`src/rtl/dbg_pkg.sv`:
```
package dbg_pkg;
  localparam logic [11:0] CSR_DCSR = 12'h7B0;
  localparam logic [11:0] CSR_DPC  = 12'h7B1;

  localparam logic [2:0] CAUSE_NONE  = 3'd0;
  localparam logic [2:0] CAUSE_TRIG  = 3'd2;
  localparam logic [2:0] CAUSE_HALT  = 3'd3;
  localparam logic [2:0] CAUSE_STEP  = 3'd4;

  typedef enum logic [1:0] {
    ST_RUN  = 2'd0,
    ST_HALT = 2'd1,
    ST_STEP = 2'd2
  } hart_state_e;
endpackage

```
`src/rtl/dbg_fsm.sv`:
```
module dbg_fsm
  import dbg_pkg::*;
#(
  parameter int          XLEN       = 32,
  parameter int          ILEN_BYTES = 4,
  parameter logic [31:0] RESET_PC   = 32'h0000_0080
) (
  input  logic            clk,
  input  logic            rst,
  input  logic            halt_req_i,
  input  logic            resume_req_i,
  input  logic            trig_hit_i,
  input  logic [XLEN-1:0] trig_pc_i,
  input  logic            retire_i,
  input  logic [XLEN-1:0] retire_pc_i,
  input  logic            wfi_i,
  input  logic            step_i,
  input  logic [XLEN-1:0] dpc_i,
  output logic            enter_o,
  output logic [2:0]      enter_cause_o,
  output logic [XLEN-1:0] enter_pc_o,
  output logic            halted_o,
  output logic            stall_o,
  output logic            resume_ack_o,
  output logic            redirect_valid_o,
  output logic [XLEN-1:0] redirect_pc_o,
  output logic            wfi_wake_o
);
  localparam logic [XLEN-1:0] ILEN = XLEN'(ILEN_BYTES);

  hart_state_e     state_q;
  logic [XLEN-1:0] next_pc_q;
  logic [XLEN-1:0] seq_pc;
  logic            running;
  logic            do_resume;
  logic            ack_q, redir_q, wake_q;
  logic [XLEN-1:0] redir_pc_q;

  always_comb begin
    running   = (state_q != ST_HALT);
    seq_pc    = retire_i ? (retire_pc_i + ILEN) : next_pc_q;
    enter_o   = running && (trig_hit_i || halt_req_i ||
                            (state_q == ST_STEP && retire_i));
    if (trig_hit_i) begin
      enter_cause_o = CAUSE_TRIG;
      enter_pc_o    = trig_pc_i;
    end else if (halt_req_i) begin
      enter_cause_o = CAUSE_HALT;
      enter_pc_o    = seq_pc;
    end else begin
      enter_cause_o = CAUSE_STEP;
      enter_pc_o    = seq_pc;
    end
    do_resume = (state_q == ST_HALT) && resume_req_i && !halt_req_i;
  end

  always_ff @(posedge clk) begin
    if (rst) begin
      state_q    <= ST_RUN;
      next_pc_q  <= XLEN'(RESET_PC);
      ack_q      <= 1'b0;
      redir_q    <= 1'b0;
      redir_pc_q <= '0;
      wake_q     <= 1'b0;
    end else begin
      ack_q   <= do_resume;
      redir_q <= do_resume;
      wake_q  <= enter_o && wfi_i;
      if (do_resume) redir_pc_q <= dpc_i;
      if (enter_o) begin
        state_q <= ST_HALT;
      end else if (do_resume) begin
        state_q <= step_i ? ST_STEP : ST_RUN;
      end
      if (do_resume) begin
        next_pc_q <= dpc_i;
      end else if (running && retire_i) begin
        next_pc_q <= retire_pc_i + ILEN;
      end
    end
  end

  assign halted_o         = (state_q == ST_HALT);
  assign stall_o          = (state_q == ST_HALT);
  assign resume_ack_o     = ack_q;
  assign redirect_valid_o = redir_q;
  assign redirect_pc_o    = redir_pc_q;
  assign wfi_wake_o       = wake_q;

  AST_ACK_ONE_CYCLE: assert property (@(posedge clk) disable iff (rst)
    resume_ack_o |=> !resume_ack_o);
  AST_ACK_LEAVES_HALT: assert property (@(posedge clk) disable iff (rst)
    resume_ack_o |-> (!halted_o && $past(halted_o)));
  AST_WAKE_ON_ENTRY: assert property (@(posedge clk) disable iff (rst)
    wfi_wake_o |-> (halted_o && !$past(halted_o)));
  AST_STEP_HALTS: assert property (@(posedge clk) disable iff (rst)
    (state_q == ST_STEP && retire_i) |=> halted_o);
endmodule

```
`src/rtl/dbg_csr.sv`:
```
module dbg_csr
  import dbg_pkg::*;
#(
  parameter int XLEN = 32,
  parameter int AW   = 12
) (
  input  logic            clk,
  input  logic            rst,
  input  logic            halted_i,
  input  logic            enter_i,
  input  logic [2:0]      enter_cause_i,
  input  logic [XLEN-1:0] enter_pc_i,
  input  logic            csr_req_i,
  input  logic            csr_we_i,
  input  logic [AW-1:0]   csr_addr_i,
  input  logic [XLEN-1:0] csr_wdata_i,
  output logic            csr_ack_o,
  output logic            csr_err_o,
  output logic [XLEN-1:0] csr_rdata_o,
  output logic            step_o,
  output logic [XLEN-1:0] dpc_o
);
  localparam logic [XLEN-1:0] ALIGN_MASK = XLEN'(3);
  localparam logic [3:0]      DBG_VER    = 4'd4;

  logic [2:0]      cause_q;
  logic            step_q;
  logic [XLEN-1:0] dpc_q;
  logic            ack_q, err_q;
  logic [XLEN-1:0] rdata_q;
  logic            hit_dcsr, hit_dpc, access_ok;
  logic [XLEN-1:0] dcsr_val;

  always_comb begin
    hit_dcsr  = (csr_addr_i == AW'(CSR_DCSR));
    hit_dpc   = (csr_addr_i == AW'(CSR_DPC));
    access_ok = csr_req_i && halted_i && (hit_dcsr || hit_dpc);
    dcsr_val          = '0;
    dcsr_val[31:28]   = DBG_VER;
    dcsr_val[8:6]     = cause_q;
    dcsr_val[2]       = step_q;
    dcsr_val[1:0]     = 2'b11;
  end

  always_ff @(posedge clk) begin
    if (rst) begin
      cause_q <= CAUSE_NONE;
      step_q  <= 1'b0;
      dpc_q   <= '0;
      ack_q   <= 1'b0;
      err_q   <= 1'b0;
      rdata_q <= '0;
    end else begin
      ack_q   <= csr_req_i;
      err_q   <= csr_req_i && !access_ok;
      rdata_q <= access_ok ? (hit_dcsr ? dcsr_val : dpc_q) : '0;
      if (enter_i) begin
        cause_q <= enter_cause_i;
        dpc_q   <= enter_pc_i;
      end else if (access_ok && csr_we_i) begin
        if (hit_dcsr) step_q <= csr_wdata_i[2];
        if (hit_dpc)  dpc_q  <= csr_wdata_i & ~ALIGN_MASK;
      end
    end
  end

  assign csr_ack_o   = ack_q;
  assign csr_err_o   = err_q;
  assign csr_rdata_o = rdata_q;
  assign step_o      = step_q;
  assign dpc_o       = dpc_q;

  AST_CSR_RESPONDS: assert property (@(posedge clk) disable iff (rst)
    csr_req_i |=> csr_ack_o);
  AST_DPC_HELD: assert property (@(posedge clk) disable iff (rst)
    (halted_i && !(csr_req_i && csr_we_i)) |=> $stable(dpc_q));
endmodule

```
`src/rtl/dbg_halt_ctrl.sv`:
```
module dbg_halt_ctrl
  import dbg_pkg::*;
#(
  parameter int          XLEN       = 32,
  parameter int          AW         = 12,
  parameter int          ILEN_BYTES = 4,
  parameter logic [31:0] RESET_PC   = 32'h0000_0080
) (
  input  logic            clk,
  input  logic            rst,
  input  logic            halt_req_i,
  input  logic            resume_req_i,
  input  logic            trig_hit_i,
  input  logic [XLEN-1:0] trig_pc_i,
  input  logic            retire_i,
  input  logic [XLEN-1:0] retire_pc_i,
  input  logic            wfi_i,
  input  logic            csr_req_i,
  input  logic            csr_we_i,
  input  logic [AW-1:0]   csr_addr_i,
  input  logic [XLEN-1:0] csr_wdata_i,
  output logic            csr_ack_o,
  output logic            csr_err_o,
  output logic [XLEN-1:0] csr_rdata_o,
  output logic            halted_o,
  output logic            stall_o,
  output logic            resume_ack_o,
  output logic            redirect_valid_o,
  output logic [XLEN-1:0] redirect_pc_o,
  output logic            wfi_wake_o
);
  logic            enter;
  logic [2:0]      enter_cause;
  logic [XLEN-1:0] enter_pc;
  logic            step;
  logic [XLEN-1:0] dpc;

  dbg_fsm #(
    .XLEN(XLEN), .ILEN_BYTES(ILEN_BYTES), .RESET_PC(RESET_PC)
  ) u_fsm (
    .clk, .rst, .halt_req_i, .resume_req_i, .trig_hit_i, .trig_pc_i,
    .retire_i, .retire_pc_i, .wfi_i,
    .step_i(step), .dpc_i(dpc),
    .enter_o(enter), .enter_cause_o(enter_cause), .enter_pc_o(enter_pc),
    .halted_o, .stall_o, .resume_ack_o, .redirect_valid_o, .redirect_pc_o,
    .wfi_wake_o
  );

  dbg_csr #(.XLEN(XLEN), .AW(AW)) u_csr (
    .clk, .rst, .halted_i(halted_o),
    .enter_i(enter), .enter_cause_i(enter_cause), .enter_pc_i(enter_pc),
    .csr_req_i, .csr_we_i, .csr_addr_i, .csr_wdata_i,
    .csr_ack_o, .csr_err_o, .csr_rdata_o,
    .step_o(step), .dpc_o(dpc)
  );
endmodule

```
`config.mk`:
```
export PLATFORM = sky130hd
export DESIGN_NAME = dbg_halt_ctrl
export DESIGN_NICKNAME = d
export VERILOG_FILES = /design/src/rtl/dbg_pkg.sv /design/src/rtl/dbg_fsm.sv /design/src/rtl/dbg_csr.sv /design/src/rtl/dbg_halt_ctrl.sv
export SDC_FILE = /design/constraint.sdc
export NUM_CORES = 1
export LEC_CHECK = 0
export BUFFER_PORTS_ARGS = -buffer_cell sky130_fd_sc_hd__clkbuf_2
export CAP_MARGIN = 20
export CORE_MARGIN = 5
export CORE_UTILIZATION = 45
export DETAILED_ROUTE_END_ITERATION = 12
export MAX_ROUTING_LAYER = met4
export PLACE_DENSITY = 0.75
export SYNTH_ARGS = -nofsm -noshare
export SYNTH_HDL_FRONTEND = slang
export SYNTH_SLANG_ARGS = --single-unit
```
`constraint.sdc`:
```
create_clock -name clk -period 4.9 [get_ports clk]
set_clock_uncertainty 0.15 [all_clocks]
set_input_delay 0.49 -clock clk [delete_from_list [all_inputs] [get_ports clk]]
set_output_delay 0.49 -clock clk [all_outputs]
set_load 0.05 [all_outputs]
```
---- Yosys cells after proc, flatten, opt, wreduce, memory -nomap -nowiden ----
Index checks and enable logic that the tools add are counted.
storage, ports and cells
  register bits after elaboration ......... 138
  bits of input ports ..................... 117
  output and inout port bits .............. 71
cells by class
  reductions and logical operators ........ 24
  bitwise gates (word level) .............. 2
  $add $sub $neg .......................... 1
  eq/ne operators ......................... 5
  muxes and demuxes ....................... 13
operators with widths
  operator                                                                 number
  32-bit two-way mux                                                       7
  32-bit by 3-bit adder with 32-bit output, second input constant          1
  31-bit two-way mux                                                       1
  12-bit by 11-bit == test with 1-bit output, second input constant        2
  1-bit logical AND                                                        10
  2-bit nonzero test                                                       4
  3-bit two-way mux                                                        2
  2-bit OR reduction                                                       2
  1-bit logical OR                                                         3
  3-bit AND reduction                                                      1
  3-bit OR reduction                                                       1
  2-bit by 1-bit == test with 1-bit output, second input constant          1
  2-bit == test, second input constant                                     1
  1-bit logical NOT                                                        2
  1-bit two-way mux                                                        2
  2-bit two-way mux                                                        1
  2-bit by 1-bit inequality test with 1-bit output, second input constant  1
  1-bit inverter                                                           2
  2-bit AND reduction                                                      1

---- Depth between registers and ports, before layout ----
Gate-level depths: netlist of the first run.
  depth in word-level cells ............... 6
  mapped depth ............................ 7
  mapped depth without buffers ............ 6

---- Modules after synthesis ----
A second synthesis of the first run with hierarchy kept.
second synthesis, totals
  cells, all modules ...................... 791
  area total of the unflattened synthesis .. 6496.2 µm²
modules (own cells, without submodules)
  module   cells an instance  seq. area each (µm²)  instances  area an instance (µm²)
  dbg_fsm  503                1361.3                1          3787.4
  dbg_csr  288                1401.3                1          2708.8

---- Worst setup path after synthesis of the first run ----
OpenSTA, ideal clock, no wires.
  path kind ............................... input port to flip-flop
  start point ............................. input port retire_pc_i[2]
  end point ............................... register u_fsm.next_pc_q[22]
  data required time ...................... 4618 ps
  cell stages on the path ................. 7
  setup time .............................. 132 ps
  buffers on the path ..................... 1
  data arrival time ....................... 2077 ps
  path slack .............................. 2541 ps
  cell sequence ........................... ha_1 > nand3_1 > or4_1 > clkbuf_1 > o31a_1 > o21ai_0 > a31oi_1
on the way
  word-level cells in the longest chain between the ends .. 3
ends and longest elaborated chain
  item                                      RTL line             source
  start, declared                           dbg_halt_ctrl.sv:16  input logic [XLEN-1:0] retire_pc_i,
  32-bit by 3-bit adder with 32-bit output  dbg_fsm.sv:78        next_pc_q <= retire_pc_i + ILEN;
  32-bit two-way mux                        dbg_fsm.sv:77        end else if (running && retire_i) begin
  32-bit two-way mux                        dbg_fsm.sv:75        if (do_resume) begin
  end signal, assigned                      dbg_fsm.sv:60        next_pc_q <= XLEN'(RESET_PC);
  end signal, assigned                      dbg_fsm.sv:76        next_pc_q <= dpc_i;
  end signal, assigned                      dbg_fsm.sv:78
  end, declared                             dbg_fsm.sv:32        logic [XLEN-1:0] next_pc_q;
Every way passes these cells. The select of a mux whose other input is x is not followed.
A chain may end at the register's enable or synchronous reset.

---- Worst setup path after layout of the first run ----
  start point ............................. register u_fsm.state_q[0]
  end point ............................... register u_csr.dpc_q[19], in the netlist u_csr.dpc_o[19]
on the way
  word-level cells in the longest chain between the ends .. 6
  elaborated cells between the ends (all ways) .. 13
  those cells by class .................... 3 x eq/ne; 1 x mux; 9 x reduce/logical
ends and longest elaborated chain
  item                                                                       RTL line                      source
  start, declared                                                            dbg_fsm.sv:31                 hart_state_e state_q;
  start signal, assigned                                                     dbg_fsm.sv:73                 state_q <= step_i ? ST_STEP : ST_RUN;
  2-bit == test or 2-bit by 1-bit == test with 1-bit output (tied branches)  dbg_fsm.sv:43, dbg_fsm.sv:83
  1-bit logical AND (on tied branches)                                       dbg_fsm.sv:43, dbg_csr.sv:37
  1-bit logical OR or 1-bit logical AND (tied branches)                      dbg_fsm.sv:42, dbg_csr.sv:37
  1-bit logical AND (on tied branches)                                       dbg_fsm.sv:42, dbg_csr.sv:60
  2-bit nonzero test (no source line)                                        n/a
  2-bit AND reduction (no source line)                                       n/a
  end signal, assigned                                                       dbg_csr.sv:59                 dpc_q <= enter_pc_i;
  end signal, assigned                                                       dbg_csr.sv:62                 if (hit_dpc) dpc_q <= csr_wdata_i & ~ALIGN_MASK;
  end, declared                                                              dbg_csr.sv:28                 logic [XLEN-1:0] dpc_q;
Several ways; a longest one is shown, not always the timed one.

==> results by stage, run 1 <==
Drt:
- Once detail routing completed, the nets flagged for antenna violations numbered 0.
- After detailed routing, the average wire length per cell comes to roughly 18 µm.
- The first detailed-routing pass took 5 iterations.
- The routed layout has 6406 vias.
- After detailed routing, the number of remaining DRC violations is 0.
- The detailed router finished its first iteration with about 690 violations.
- The average vias per placed instance is 5.69.
- Wires add up to just over 20000 µm.

Worst setup path:
- Counting cells, the worst reg-to-reg path comes to 6.
- The number of buffers and inverters on the critical path is 1.
- The type of destination of the critical path is a flop.
- The launch point of the worst reg-to-reg path is u_fsm.state_q[0].
- The critical path in this run is classified as reg2reg.
- The data arrival time of the critical path is approximately 2900 ps.
- At the worst endpoint, the required time is 5040 ps.
- The worst register-to-register path has a setup slack of 2140 ps.
- On the critical path, the stage with the largest delay is an instance of nor4bb_4.
- The delay of the slowest cell on the worst path is just under 700 ps.
- The family with the most delay on the worst path is simple AND/OR/NAND/NOR gates.
- In this run the worst path has a maximum fanout of 13.
- The endpoint identified for the worst register-to-register timing path is u_csr.dpc_o[19].
- STA classifies the critical path startpoint as a flop.
- Traced cell by cell, the critical path runs through and4b_1 > nor4bb_4 > buf_4 > mux2_2 > a32oi_1 > o41ai_1.

Synthesis:
- The post-synthesis mux area share is 3.99%.
- For this run, asynchronously set or reset flops after synthesis account for 0%.
- The warning count from the yosys run is 0.
- The synthesized-area fraction occupied by and/or/nand/nor cells is 25.7%.
- The number of synthesized flops with an enable pin is 0.
- The flip-flop and latch count after synthesis is ~140.
- The complex-gate fraction of the synthesized area is 20.0%.
- After technology mapping, the gate count stands at 769.
- After Yosys synthesis, XOR and XNOR cells account for 2.35% of the synthesized area.
- After synthesis, the netlist uses 58 different library cells.
- The average size of a mapped cell is 8.24 µm².
- The prevailing post-synth register cell is dfxtp_1.
- Summing the areas of all fa, ha and maj instances in the mapped netlist gives 0.198% of the synthesized area.
- Of the synthesized area, sequential elements account for 43.6%.
- By area, the combinational part of the netlist is dominated by simple AND/OR/NAND/NOR gates.
- The synthesized netlist occupies a cell area of 6330 µm².
- The number of nets in the synthesized netlist is a little under 900.

Job:
- The number of maximum-capacitance violations is 0.

Timing:
- On the final layout, the worst hold slack is 114 ps.
- The number of slew-limit violations in the final report came to 0.
- The clock period minus final worst setup slack is 2760 ps.
- Setup violations remaining at the end of the flow were counted as 0.
- For the pin with the worst max-slew slack, the measured transition is 892 ps.
- Setup repair after global routing left no endpoint under its margin.
- The post-route clock period utilization is 56.4%.
- The maximum clock rate is around 360 MHz.
- The total negative slack for setup checks is 0 ps.
- The relative slew slack is between 40% and 50%.
- The number of hold-slack violations in the final timing report was 0.

Worst hold path:
- The class of the worst hold path is in2reg.
- The worst hold path was traced through 2 stages.
- The hold path startpoint is wfi_i.
- For hold timing, the worst endpoint is u_fsm.wfi_wake_o.

Clocking:
- In this run the deepest clock path goes through 2 buffers.
- Buffers inserted to repair hold after CTS numbered 0.
- The clock net in this run drives a total of approximately 140 sinks.
- After clock tree synthesis, the clock-pin slew on the worst setup and hold paths is 60 ps.
- TritonCTS built the clock tree.
- The number of instances resized during post-cts repair is 0.
- The TritonCTS buffer count is 17.
- The H-tree generated during clock tree synthesis spans 4 levels.
- The number of buffers inserted to repair setup after CTS is 0.
- Clock tree synthesis selected as its root buffer the cell clkbuf_16.
- For the worst-skew pair, the clock arrives at the later sink with an insertion delay of 420 ps.

GRT:
- The number of global-route vias before repair came to 6015.
- The number of antenna violations at the first check in global routing is 0.
- The maximum number of pins on one net before global-route repair is 61.
- The first-pass GRT wire length is roughly 32000 µm.
- The final global-route overflow total is 0.
- Across every metal layer, demand over resource in global routing totals 25.7%.

Placed design:
- The congestion estimate from routability-driven global placement came to 0.852.
- The number of port buffers is 185.
- The wire-length estimate of the detail-placed layout is 14300 µm.

Power:
- For this design the static power due to leakage is 3.25 nW.
- Power spread over the standard cell area amounts to about 360 nW/µm².
- The worst-case IR drop observed on VDD is around 0.23 mV.

Run status:
- The run finished with clean final reports.

Floorplan:
- The initial utilization of the core area, before any placement, comes to 45.8%.
- From left edge to right edge, the die measures 129 µm.
- After floorplanning, the core was sized to cover 13800 µm².
- ~190 I/O pins were placed.
- The die is approximately 130 µm tall.
- The die covers between 15000 and 20000 µm².
- The floorplan has 43 rows.

Finish:
- The sequential cells in the finished layout cover a total of 2760 µm².
- The layout overhead on the synthesized area is 26.1%.
- The share of cells above drive strength 1 is 26.4%.
- Summing all multi-input logic gate instances after layout gives 3340 µm².
- In the final design database the tool counted 1051 nets.
- The count of fill cells added during filler insertion is 1273.
- The number of inserted diodes is 0.
layout by cell type (no fill, tap or decap), types with 10 or more instances in the layout:
cell / count
a211oi_1: 17
a21oi_1: 60
a31oi_1: 23
and2_1: 30
and3_1: 10
buf_4: 15
clkbuf_16: 17
clkbuf_2: 184
dfxtp_1: 138
inv_1: 11
mux2i_1: 23
nand2_1: 146
nand3_1: 14
nor2_1: 47
nor3_1: 20
nor4_1: 12
o21ai_0: 25
state kept, by name, summed over array words and instances, names as in the netlist:
register and flops:
u_fsm.resume_ack_o 1, u_fsm.wfi_wake_o 1, u_fsm.redirect_pc_o 32, u_csr.cause_q 3, u_fsm.next_pc_q 32, u_csr.csr_rdata_o 32
u_csr.csr_ack_o 1, u_csr.dpc_o 32, u_csr.csr_err_o 1, u_fsm.state_q 2, u_csr.step_o 1
layout make-up:
| cell class | count | area share [%] |
|---|---|---|
| clock inverter | 9 | 1.53 |
| timing repair buffer | 200 | 13.1 |
| sequential | 138 | 34.6 |
| clock buffer | 23 | 5.61 |
| inverter | 11 | 0.517 |
| multi-input combinational | 565 | 41.8 |
| tap | 180 | 2.82 |
cell usage after synthesis (all sizes together) (7+ instances only):
cell type / number / area, µm²
nand2: 146 / 548
dfxtp: 138 / 2760
a21oi: 60 / 300
nor2: 50 / 188
clkbuf: 44 / 165
and2: 30 / 188
o21ai: 29 / 145
a31oi: 23 / 144
mux2i: 23 / 230
nor3: 22 / 120
a211oi: 17 / 128
nor4: 17 / 146
nand3: 15 / 80.1
a221oi: 11 / 109
buf: 11 / 57.6
inv: 11 / 41.3
and3: 10 / 62.6
a311oi: 9 / 78.8
xnor2: 9 / 78.8
a21boi: 8 / 60.1
o22ai: 8 / 50.1
xor2: 8 / 70.1
or3: 7 / 43.8
layer usage:
metal | routed length, µm | track usage (%) | vias up
li1 | - | - | 3091
met1 | 9270 | 34.5 | 3012
met4 | 392 | 8.34 | 0
met2 | 9520 | 39.0 | 270
met3 | 1590 | 5.27 | 33
met5 | 0 | - | -
cell families after synthesis:
group,count (synthesis)
buf+inv,66
mux,25
compound gates,194
flops,138
fa+ha+maj,1
xor+xnor,17
simple gates,328
power by group:
group	internal [mW]	switching, mW
clock	0.795	0.478
combinational	0.130	0.229
sequential	1.18	0.0340
stage by stage:
step	total power, mW	cells	setup WS [ps]	util (%)	cell area (µm²)
floorplan	1.45	769	2540	-	6330
finish	2.84	1126	2140	57.8	7990
global route	2.95	1126	2020	57.8	7990
CTS	2.85	1125	2150	57.7	7970
detailed placement	1.59	1093	1800	53.5	7400
global placement	1.58	1093	1840	53.5	7400
worst max-delay path by stage:
| stage | end | slack (ps) | cells after the start | start |
|---|---|---|---|---|
| finish | u_csr.dpc_o[19] | 2140 | 6 | u_fsm.state_q[0] |
| floorplan | u_fsm.next_pc_q[22] | 2540 | 7 | retire_pc_i[2] |
| global placement | u_csr.csr_rdata_o[3] | 1840 | 6 | csr_addr_i[1] |
| global route | u_csr.dpc_o[18] | 2020 | 6 | u_fsm.state_q[0] |
| CTS | u_csr.dpc_o[19] | 2150 | 6 | u_fsm.state_q[0] |
| detailed placement | u_csr.csr_rdata_o[27] | 1800 | 6 | csr_addr_i[1] |
Note: power is estimated with default switching activity, not from simulation.
==> run 2, diff against run 1 <==
PLACE_DENSITY = 0.78   (was 0.75)
clock period = 2.5 ns   (was 4.9 ns; I/O delays follow)
==> run 2 against run 1 <==
  * First-iteration DRC count shrank 8.2%
  * Register-to-register slack lost 1900 ps
  * Utilization grew 3.0 points
  * Sequential cell count is the same
  * Global-route usage grew 0.69 points
  * Sequential power grew 96%
  * Maximum frequency grew 20%
  * Via count grew 3.8%
  * Cell area grew 5.3%
  * Critical endpoint unchanged
==> results by stage, run 2 (synthesis results as in run 1) <==
Timing:
- The setup violation total in the final timing report came to 0 (unchanged).
- The number of slew-limit violations in the final report is 0 (unchanged).
- The post-route clock period utilization came to 92.0% (+36 points).
- The slew of the pin with the lowest slew margin is 558 ps (-334 ps).
- Setup repair after global routing left no endpoint under its margin.
- The total negative slack for setup checks is 0 ps (unchanged).
- The number of hold-slack violations in the final timing report is 0 (unchanged).
- The clock period minus final worst setup slack is 2300 ps (-462 ps).
- The relative slew slack came to 62.7% (+22 points).
- The worst hold slack across all endpoints is 17.7 ps (-96.0 ps).
- The maximum clock rate is 435 MHz (+20%).

Finish:
- The leading cell type in the layout, fill and taps excluded is clkbuf_2.
- The top cell types in the final layout, fill and taps aside, are 184 x clkbuf_2, 146 x nand2_1, 138 x dfxtp_1, 60 x a21oi_1, 47 x nor2_1.
- The final net count is 1093 (+4.0%).
- The share of cells above drive strength 1 came to 27.7% (+1.2 points).
- The layout overhead on the synthesized area is 32.8%.

Clocking:
- The number of instances resized during post-cts repair came to 0 (unchanged).
- The CTS clock-pin slew for the worst setup and hold paths is 60 ps (about the same).
- The deepest clock path buffer count is 2 (unchanged).
- The number of sinks on the clock net is 138 (unchanged).
- The TritonCTS buffer count came to 17 (unchanged).
- The clock latency reported for the late side of the worst-skew pair is 430 ps (about the same).
- The cell chosen for the clock root is clkbuf_16.
- TritonCTS built the clock tree.
- The CTS H-tree depth was 4 (unchanged).

Placed design:
- The HPWL after detailed placement is 14900 µm (+4.1%).
- The weighted congestion reported at the end of routability-driven placement is 0.870 (+2.1%).
- The number of port buffers is 185 (unchanged).

Drt:
- The average vias per placed instance is 5.69 (about the same).
- The number of design rule violations left after detail routing was 0 (unchanged).
- The count of antenna-violating nets left after detailed routing was 0 (unchanged).
- The number of violations reported at the end of detailed-routing iteration 0 came to 634 (-8.2%).
- The number of vias in the routed layout is 6650 (+3.8%).
- The detailed-route wire length was 21400 µm (+3.1%).
- The first-pass detailed-route iteration total is 5 (unchanged).
- The per-cell routed wire length is 18.3 µm (-0.61%).

GRT:
- The final global-route overflow total came to 0 (unchanged).
- The total global routing track utilization was 26.4% (+0.69 points).
- The maximum number of pins on one net before global-route repair is 49 (-20%).
- The first-pass GRT wire length came to 33200 µm (+2.9%).
- The number of global-route vias before repair is 6362 (+5.8%).
- The number of antenna violations at the first check in global routing is 1 (+1).

Worst setup path:
- The worst setup path is captured at a flop.
- The type of the worst setup path is reg2reg.
- The maximum fanout count along the critical path was 6 (-7).
- The required time of the critical path is 2650 ps (-2390 ps).
- The data arrival time of the critical path was 2450 ps (-450 ps).
- The worst reg2reg path endpoint is u_csr.dpc_o[19].
- The path depth of the worst reg2reg path is 5 (-1).
- The slack of the worst reg-to-reg path is 200 ps (-1940 ps).
- The startpoint class of the critical path is a flop.
- The launch point of the worst reg-to-reg path is u_fsm.state_q[0].

Job:
- The number of maximum-capacitance violations was 0 (unchanged).

Floorplan:
- The site row count was 43 (unchanged).
- The overall die width is 129 µm (unchanged).
- The height of the die is 129 µm (unchanged).
- The number of top-level pins came to 188 (unchanged).
- The effective utilization at floorplan came to 45.8% (unchanged).
- The area inside the core boundary is 13800 µm² (unchanged).
- The area enclosed by the die boundary came to 16600 µm² (unchanged).

Worst hold path:
- The hold path startpoint is csr_wdata_i[9].
- The end point of the worst hold path is u_csr.dpc_o[9].
- The worst hold path cell count is 3 (+1).
- The path class of the tightest hold or removal check is in2reg.

Run status:
- The run finished with clean final reports.

Power:
- The leakage power is 3.46 nW (+6.4%).
- The worst IR drop on VDD is 0.485 mV (+110%).
- The power density of the placed cells is 680 nW/µm² (+91%).
==> run 2: cell count changes in the layout (fill, tap and decap cells not counted), sizes merged <==
cell / delta
clkinvlp: +1
clkbuf: -3
clkinv: -1
buf: +18
inv: +2
diode: +1
dlygate4sd3: +24
==> run 2: what timing repair did <==
action                    in CTS  in global routing
hold buffers                  24                  0
hold endpoints to repair      24                  0
setup buffers                  0                  0
==> run 2: per-layer routing <==
metal  vias to the layer above  global-route usage [%]  part of all wire (%)
li1                       3188                       -                     -
met1                      3113                    33.0                    43
met2                       303                    40.7                    46
met3                        46                    7.60                   9.1
met4                         0                    9.70                   2.6
met5                         -                       -                     0
==> run 2: where the power goes <==
part	switching, mW	total [mW]	internal (mW)
Sequential	0.0666	2.37	2.31
Clock	0.957	2.60	1.64
Combinational	0.458	0.752	0.294
==> run 2: metrics by stage <==
stage	cells	power (mW)	worst slack, ps	utilization [%]	area (µm²)
after floorplan	769	2.83	381	-	6330
after global placement	1112	3.11	223	54.7	7560
after CTS	1167	5.74	222	60.8	8410
final	1168	5.72	201	60.8	8410
after global routing	1168	5.94	120	60.8	8410
after detailed placement	1112	3.13	200	54.7	7560
==> run 2: area by class of cell <==
| cell class | instances | area [µm²] |
|---|---|---|
| well taps | 180 | 225 |
| fillers | 1202 | 5420 |
| clock buffers | 20 | 467 |
| flip-flops and latches | 138 | 2760 |
| repair buffers | 242 | 1430 |
| inverters | 11 | 41.3 |
| clock inverters | 11 | 143 |
| multi-input cells | 565 | 3340 |
| diodes | 1 | 2.50 |
==> run 2: critical path, cell delays in order, from the launching register on <==
cell	delay (ps)
dfxtp_1	460
and4b_1	330
nor4bb_4	600
mux2_2	400
a32oi_1	150
o41ai_1	100
==> run 2: worst max-delay path by stage <==
stage,from,to,slack (ps),cells after the start
6_report,u_fsm.state_q[0],u_csr.dpc_o[19],200,5
3_3_place_gp,retire_pc_i[9],u_csr.dpc_o[25],220,6
5_1_grt,u_fsm.state_q[0],u_csr.dpc_o[20],120,5
2_1_floorplan,retire_pc_i[2],u_fsm.next_pc_q[22],380,7
3_5_place_dp,retire_pc_i[2],u_fsm.next_pc_q[22],200,7
4_1_cts,u_fsm.state_q[0],u_csr.dpc_o[20],220,5
